--- src/rtl/hbus_pkg.sv ---
package hbus_pkg;

    localparam int HB_DW      = 8;
    localparam int HB_SYNC    = 2;
    localparam int HB_RST_MIN = 16;

    typedef enum logic {
        BUS_SPLIT  = 1'b0,   // separate read and write strobes
        BUS_ENABLE = 1'b1    // enable clock plus read/not-write level
    } bus_style_e;

endpackage

--- src/rtl/hbus_rst_filt.sv ---
module hbus_rst_filt #(
    parameter int RST_MIN = 16
) (
    input  logic clk,
    input  logic rst_n,
    output logic core_rst,
    output logic armed
);
    localparam int CW = $clog2(RST_MIN + 1);
    localparam logic [CW-1:0] CNT_TOP = CW'(RST_MIN);

    typedef struct packed {
        logic [CW-1:0] low_cnt;
        logic          armed;
    } rf_t;

    rf_t rf_d, rf_q;

    always_comb begin
        rf_d = rf_q;
        if (rst_n) begin
            rf_d.low_cnt = '0;
        end else if (rf_q.low_cnt != CNT_TOP) begin
            rf_d.low_cnt = rf_q.low_cnt + 1'b1;
        end
        if (rf_q.low_cnt == CNT_TOP) begin
            rf_d.armed = 1'b1;
        end
    end

    always_ff @(posedge clk) begin
        rf_q <= rf_d;
    end

    assign core_rst = (rf_q.low_cnt == CNT_TOP);
    assign armed    = rf_q.armed;

endmodule

--- src/rtl/hbus_sync.sv ---
module hbus_sync #(
    parameter int W      = 12,
    parameter int STAGES = 2
) (
    input  logic         clk,
    input  logic [W-1:0] async_i,
    output logic [W-1:0] sync_o
);
    logic [W-1:0] stg_q [STAGES];

    generate
        for (genvar s = 0; s < STAGES; s++) begin : g_stage
            if (s == 0) begin : g_first
                always_ff @(posedge clk) stg_q[s] <= async_i;
            end else begin : g_next
                always_ff @(posedge clk) stg_q[s] <= stg_q[s-1];
            end
        end
    endgenerate

    assign sync_o = stg_q[STAGES-1];

endmodule

--- src/rtl/hbus_decode.sv ---
module hbus_decode
    import hbus_pkg::*;
(
    input  bus_style_e style,
    input  logic       cs_n,
    input  logic       rd_e,
    input  logic       wr_rw,
    output logic       rd_act,
    output logic       wr_act
);
    logic sel;

    always_comb begin
        sel = !cs_n;
        if (style == BUS_ENABLE) begin
            // cycle bounded by select AND enable
            rd_act = sel && rd_e && wr_rw;
            wr_act = sel && rd_e && !wr_rw;
        end else begin
            rd_act = sel && !rd_e;
            wr_act = sel && !wr_rw && rd_e;
        end
    end

endmodule

--- src/rtl/hbus_port.sv ---
module hbus_port
    import hbus_pkg::*;
#(
    parameter int DW      = HB_DW,
    parameter int SYNC    = HB_SYNC,
    parameter int RST_MIN = HB_RST_MIN
) (
    input  logic          clk,
    input  logic          rst_n,
    input  logic          mode_sel,
    input  logic          cs_n,
    input  logic          a0,
    input  logic          rd_e,
    input  logic          wr_rw,
    input  logic [DW-1:0] din,
    output logic [DW-1:0] dout,
    output logic          dout_oe,
    input  logic [DW-1:0] rd_data,
    output logic          rd_taken,
    output logic          byte_valid,
    output logic          byte_cmd,
    output logic [DW-1:0] byte_data,
    input  logic          byte_take
);
    localparam int SW = DW + 4;

    typedef struct packed {
        logic          wr_prev;
        logic          rd_prev;
        logic [DW-1:0] shadow;
        logic          shadow_cmd;
        logic          rd_cmd;
        logic          hold_v;
        logic          hold_cmd;
        logic [DW-1:0] hold_d;
        logic          oe;
        logic [DW-1:0] dout;
        logic          taken;
    } port_st_t;

    logic          core_rst, armed;
    logic [SW-1:0] pins_s;
    logic          cs_n_s, a0_s, rd_e_s, wr_rw_s;
    logic [DW-1:0] din_s;
    logic          rd_act, wr_act;
    logic [DW-1:0] status_b;
    port_st_t      st_d, st_q;

    hbus_rst_filt #(.RST_MIN(RST_MIN)) u_rst (
        .clk      (clk),
        .rst_n    (rst_n),
        .core_rst (core_rst),
        .armed    (armed)
    );

    hbus_sync #(.W(SW), .STAGES(SYNC)) u_sync (
        .clk     (clk),
        .async_i ({cs_n, a0, rd_e, wr_rw, din}),
        .sync_o  (pins_s)
    );

    assign {cs_n_s, a0_s, rd_e_s, wr_rw_s, din_s} = pins_s;

    hbus_decode u_dec (
        .style  (bus_style_e'(mode_sel)),
        .cs_n   (cs_n_s),
        .rd_e   (rd_e_s),
        .wr_rw  (wr_rw_s),
        .rd_act (rd_act),
        .wr_act (wr_act)
    );

    assign status_b = {st_q.hold_v, {(DW-1){1'b0}}};

    always_comb begin
        st_d       = st_q;
        st_d.taken = 1'b0;

        if (byte_take && st_q.hold_v) begin
            st_d.hold_v = 1'b0;
        end

        // write path: track data while active, commit on strobe end
        if (wr_act) begin
            st_d.shadow     = din_s;
            st_d.shadow_cmd = a0_s;
        end
        if (!wr_act && st_q.wr_prev && (!st_q.hold_v || byte_take)) begin
            st_d.hold_v   = 1'b1;
            st_d.hold_d   = st_q.shadow;
            st_d.hold_cmd = st_q.shadow_cmd;
        end
        st_d.wr_prev = wr_act;

        // read path
        st_d.oe = rd_act;
        if (rd_act) begin
            st_d.rd_cmd = a0_s;
            st_d.dout   = a0_s ? status_b : rd_data;
        end
        if (!rd_act && st_q.rd_prev && !st_q.rd_cmd) begin
            st_d.taken = 1'b1;
        end
        st_d.rd_prev = rd_act;
    end

    always_ff @(posedge clk) begin
        if (core_rst) begin
            st_q <= '0;
        end else begin
            st_q <= st_d;
        end
    end

    assign dout       = st_q.dout;
    assign dout_oe    = st_q.oe;
    assign rd_taken   = st_q.taken;
    assign byte_valid = st_q.hold_v;
    assign byte_cmd   = st_q.hold_cmd;
    assign byte_data  = st_q.hold_d;

    AST_RST_CLEAR: assert property (@(posedge clk) disable iff (!armed)
        core_rst |=> (!byte_valid && !dout_oe && !rd_taken));

    AST_CAPTURE_DONE: assert property (@(posedge clk) disable iff (core_rst || !armed)
        (st_q.wr_prev && !wr_act && !byte_valid) |=> byte_valid);

    AST_OE_NOT_WRITE: assert property (@(posedge clk) disable iff (core_rst || !armed)
        dout_oe |-> !$past(wr_act));

    AST_TAKEN_SINGLE: assert property (@(posedge clk) disable iff (core_rst || !armed)
        rd_taken |=> !rd_taken);

    AST_HOLD_KEEP: assert property (@(posedge clk) disable iff (core_rst || !armed)
        (byte_valid && !byte_take) |=>
            (byte_valid && $stable(byte_data) && $stable(byte_cmd)));

endmodule

--- config.mk ---
export PLATFORM = sky130hd
export DESIGN_NAME = hbus_port
export DESIGN_NICKNAME = d
export VERILOG_FILES = /design/src/rtl/hbus_pkg.sv /design/src/rtl/hbus_rst_filt.sv /design/src/rtl/hbus_sync.sv /design/src/rtl/hbus_decode.sv /design/src/rtl/hbus_port.sv
export SDC_FILE = /design/constraint.sdc
export NUM_CORES = 1
export LEC_CHECK = 0
export BUFFER_PORTS_ARGS = -buffer_cell sky130_fd_sc_hd__buf_4
export CORE_MARGIN = 4
export CORE_UTILIZATION = 30
export CTS_BUF_LIST = sky130_fd_sc_hd__clkbuf_8
export CTS_CLUSTER_DIAMETER = 150
export DETAILED_ROUTE_END_ITERATION = 16
export MAX_ROUTING_LAYER = met4
export PLACE_DENSITY_LB_ADDON = 0.25
export SYNTH_ARGS = -nofsm -noshare
export SYNTH_HDL_FRONTEND = slang
export SYNTH_SLANG_ARGS = --single-unit
export TNS_END_PERCENT = 50
--- constraint.sdc ---
create_clock -name clk -period 3.51 [get_ports clk]
set_clock_uncertainty 0.05 [all_clocks]
set_input_delay 0.351 -clock clk [delete_from_list [all_inputs] [get_ports clk]]
set_output_delay 0.351 -clock clk [all_outputs]
set_load 0.02 [all_outputs]
# Word level (Yosys, flattened, before mapping)
# Memory sizes are Yosys's and may differ from the RTL's.
# Cells that the tools add are included.
# op_classes
n_reduce_logical	20
n_div	0
n_mul	0
n_shift	0
eq_ne	2
bitwise	0
n_mux	6
n_lt_le_gt_ge	0
add_sub_neg	1
# op_table
cell	n
1-bit logical AND	11
10-bit 2-to-1 mux	1
8-bit 2-to-1 mux	1
1-bit zero test	7
5-bit by 1-bit adder with 5-bit output, second input constant	1
5-bit == test, second input constant	1
5-bit != test, second input constant	1
1-bit 2-to-1 mux	4
2-bit nonzero test	1
1-bit logical OR	1
# totals
elab_cells	41
regBits	36
n_memories	1
mem_bits_ro	0
mem_bits_rw	24
latch_bits	0
out_inout_bits	20
# mem_list
name	depth	word_bits	read_ports	rd_clocked_by_memory_dff	write_ports	line_no	text
u_sync.stg_q	2	12	2	0	2	hbus_sync.sv:9	logic [W-1:0] stg_q [STAGES];

# Depth between registers and ports, before layout
# An unclocked memory read counts as a cell.
# depth
word_depth	9
ltp_mapped	7
depth_no_buf	5

# Cells and area by module
# Synthesis repeated with hierarchy kept, for this count alone.
# unflattened
cells_unflattened	202
area_unflattened_um2	2197.1
# by_module_without_submodules
mod	seq_area_each_um2	n_inst	area_per_inst_um2	cells_each
hbus_port	620.6	1	1317.5	133
hbus_sync	480.5	1	570.5	36
hbus_rst_filt	100.1	1	276.5	29
hbus_decode	0.0	1	32.5	4

# Least setup slack after synthesis
# OpenSTA, ideal clock, no wires.
# synth_timing
path_kind	register to register
start	register u_rst.rf_q[1] (netlist bit)
end	register st_q, in the netlist byte_data[0]
stages_incl_launch_ff	8
period_less_slack_ns	1.392
arrival_ns	1.271
setup_slack_ns	2.118
t_required_ns	3.388
n_path_buf	2
cell_sequence	dfxtp_1 -> inv_1 -> ha_1 -> nand4bb_1 -> buf_2 -> clkbuf_1 -> nand2_1 -> mux2i_1
# synth_between
elab_chain_len	1
# synth_lines
item	line_no	text
from (decl)	hbus_rst_filt.sv:17	rf_t rf_d, rf_q;
from (signal assigned)	hbus_rst_filt.sv:32	rf_q <= rf_d;
5-bit == test	--	
to (signal assigned)	hbus_port.sv:111	st_q <= st_d;
to (decl)	hbus_port.sv:47	port_st_t st_d, st_q;
# Every way passes these cells.
# A chain may end at the register's enable or synchronous reset.

# Final worst setup path
# layout_timing
start	register u_rst.rf_q[1] (netlist bit)
end	register st_q, in the netlist byte_data[7]
# Same word-level chain as after synthesis.

==> impl_metrics.yaml <==
outcome:
  outcome: "completed"
pwr:
  p_comb_share_pct: 16.5
  powerDensity_nw_per_um2: 672
  swShare_pct: 29.6
  leakage_nw: 1.08
  sequentialPowerShare_pct: 49.6
  clkPwrFrac_pct: 33.8
  ir_drop_mv: 0.332
  p_int_mw: 1.18
  power_switching_uw: 494
  p_total_mw: 1.67
logic_synthesis:
  synthCells: 201
  yosysTopAreaCell: "dfxtp_1"
  synth_commonest_cells: "dfxtp_1 (60), nand2_1 (47), buf_4 (16), a21oi_1 (13), mux2i_1 (10)"
  synth_top_area_share_pct: 59.1
  synth_edf_count: 0
  synth.most_common_cell: "dfxtp_1"
  async_flop_share_pct: 0
  synth_top_flop_cell: "dfxtp_1"
  syn_area_um2: 2030
  ys_seq_elements: 60
  ys_seq_area_share_pct: 59.1
  synth_mux_area_share_pct: 4.93
  synth_fa_ha_area_share_pct: 1.23
  synth_compound_area_share_pct: 8.56
  synthDistinctLibCells: 29
  mappedNetlistNets: 227
  ys_warn_count: 0
  syn_avg_cell_area_um2: 10.1
  synth_area_leaders: "dfxtp_1 (59%), nand2_1 (8.7%), buf_4 (5.9%)"
  synth_top_family_by_area: "simple AND/OR/NAND/NOR gates"
  synthXorXnorAreaFrac_pct: 1.29
  synth-simple-area-share_pct: 16.0
worst_setup_path:
  reg2reg_from: "u_rst.rf_q[1]"
  path_class: "reg2reg"
  endpoint_kind: "register"
  worstRegToRegCells: 6
  cp_max_fo: 20
  reg2reg_to: "byte_data[7]"
  crit_path_start_kind: "register"
  arrival_ns: 1.96
  cp.required_ns: 3.67
  reg2reg_slack_ns: 1.72
routing:
  route.vias.total: 1349
  vias_per_cell: 4.30
  first_pass_iters: 4
  drc: 0
  ant_nets: 0
  drt-initial-drc-count: 72
  wirelength_mm: 3.65
  post_drt_wl_per_cell_um: 11.6
timing:
  hold_viol: 0
  max_freq_mhz: 557
  fin_crit_sh_pct: 51.1
  max_slew_margin_pct: 57.8
  final_max_slew_viol_count: 0
  min_period_ns: 1.79
  setup_tns_ns: 0
  tightest_slew_ns: 0.629
  rsz0062_at_grt: "false"
  finalSetupViolCount: 0
hold_path:
  hold_end: "u_sync.stg_q[0][6]"
  hp-start: "din[6]"
  hold_path_class: "in2reg"
  hold_depth: 1
global_routing:
  antenna_found_initial: 0
  grt_max_degree: 21
  grt.total_usage_pct: 10.2
  grt_pass1_wl_mm: 6.21
  grt_pass1_vias: 1314
  gr-total-overflow: 0
layout:
  register_area_um2: 1200
  drive_above_1_share_pct: 27.0
  fin_nets: 258
  area_growth_pct: 22.4
  final_core_util_pct: 38.5
  multi_input_area_um2: 657
  fill_cells: 660
  insertedDiodeCount: 0
cts:
  h-tree-depth: 3
  cts_tree: "done"
  cts_hold_buf: 0
  cts_setup_buffers: 0
  cts_resized: 0
  numCtsBuffers: 9
  root_buffer: "clkbuf_8"
  cts.clk_slew.worst_paths_ns: 0.07
  cts_buffer_depth: 2
  clk_latency_ns: 0.34
  clkSinkCount: 60
floorplanning:
  ios: 44
  row_count: 29
  core_region_area_um2: 6460
  die_w_um: 90.3
  initial_core_util_pct: 31.4
  die-area_um2: 8150
  fp.dieH_um: 90.3
run:
  max-cap-violations: 0
placement:
  hpwl_mm: 2.57
  routabilityCongestion: 0.724
  io_buffers: 43
[registers in the layout, indices dropped and copies added, names as in the netlist]
register,flops
byte_cmd,1
byte_data,8
byte_valid,1
dout,8
dout_oe,1
rd_taken,1
st_q,11
u_rst.rf_q,5
u_sync.stg_q,24
[power by group through the flow]
stage | combinational (mW) | clock [mW] | sequential (mW)
final | 0.276 | 0.565 | 0.829
after global routing | 0.306 | 0.616 | 0.843
after CTS | 0.281 | 0.589 | 0.831
after detailed placement | 0.280 | 0 | 0.847
after global placement | 0.276 | 0 | 0.847
after floorplan | 0.220 | 0 | 0.837
[cell usage in the layout (no fill, tap or decap), drive strengths merged, types with 3 or more instances in the layout]
cell type	n
nand3	3
o21ai	8
nand2	47
nor2	4
inv	7
nor3	5
clkbuf	9
buf	45
mux2i	10
o2111ai	7
a21oi	13
dfxtp	60
[area by class of cell]
class / count / area share [%]
Clock buffer: 9 / 4.98
Clock inverter: 7 / 2.37
Inverter: 3 / 0.453
Multi-Input combinational cell: 113 / 26.4
Sequential cell: 60 / 48.3
Tap cell: 77 / 3.88
Timing Repair Buffer: 45 / 13.6
[through the flow]
step                worst slack (ns)  cells  instance area, µm²  hold slack (ns)
CTS                             1.69    314                2490           0.0343
floorplan                       2.12    201                2030            0.260
global placement                1.75    298                2300            0.262
detailed placement              1.70    298                2300            0.262
finish                          1.72    314                2490           0.0587
global route                    1.44    314                2490           0.0222
[worst max path at each step]
stage | endpoint | cells past startpoint | start | slack, ns
detailed placement | byte_data[5] | 6 | u_rst.rf_q[1] | 1.70
global placement | byte_cmd | 6 | u_rst.rf_q[1] | 1.75
floorplan | byte_data[0] | 7 | u_rst.rf_q[1] | 2.12
finish | byte_data[7] | 6 | u_rst.rf_q[1] | 1.72
CTS | byte_data[7] | 6 | u_rst.rf_q[1] | 1.69
global route | byte_data[3] | 6 | u_rst.rf_q[1] | 1.44
[worst max-delay path, cell delays in order, from the launching register on]
cell       delay [ns]
dfxtp_1          0.34
inv_1            0.08
ha_1             0.16
nand4bb_1        0.47
buf_4            0.41
nand2_1          0.09
mux2i_1          0.06
[logic make-up after synthesis]
| group | after synthesis |
|---|---|
| xor gates and xnor gates | 3 |
| AOI/OAI and AO/OA | 29 |
| DFF | 60 |
| buffers and inverters | 28 |
| muxes | 10 |
| adders and majority gates | 2 |
| and+or+nand+nor | 69 |
[per-layer routing]
layer	track usage, %	share of wire, %	vias up
li1	-	-	726
met1	11.5	48	574
met2	14.1	42	40
met3	6.50	7.9	9
met4	4.59	2.0	0
met5	-	0	-
No activity file was read; power rests on OpenSTA's default activity.
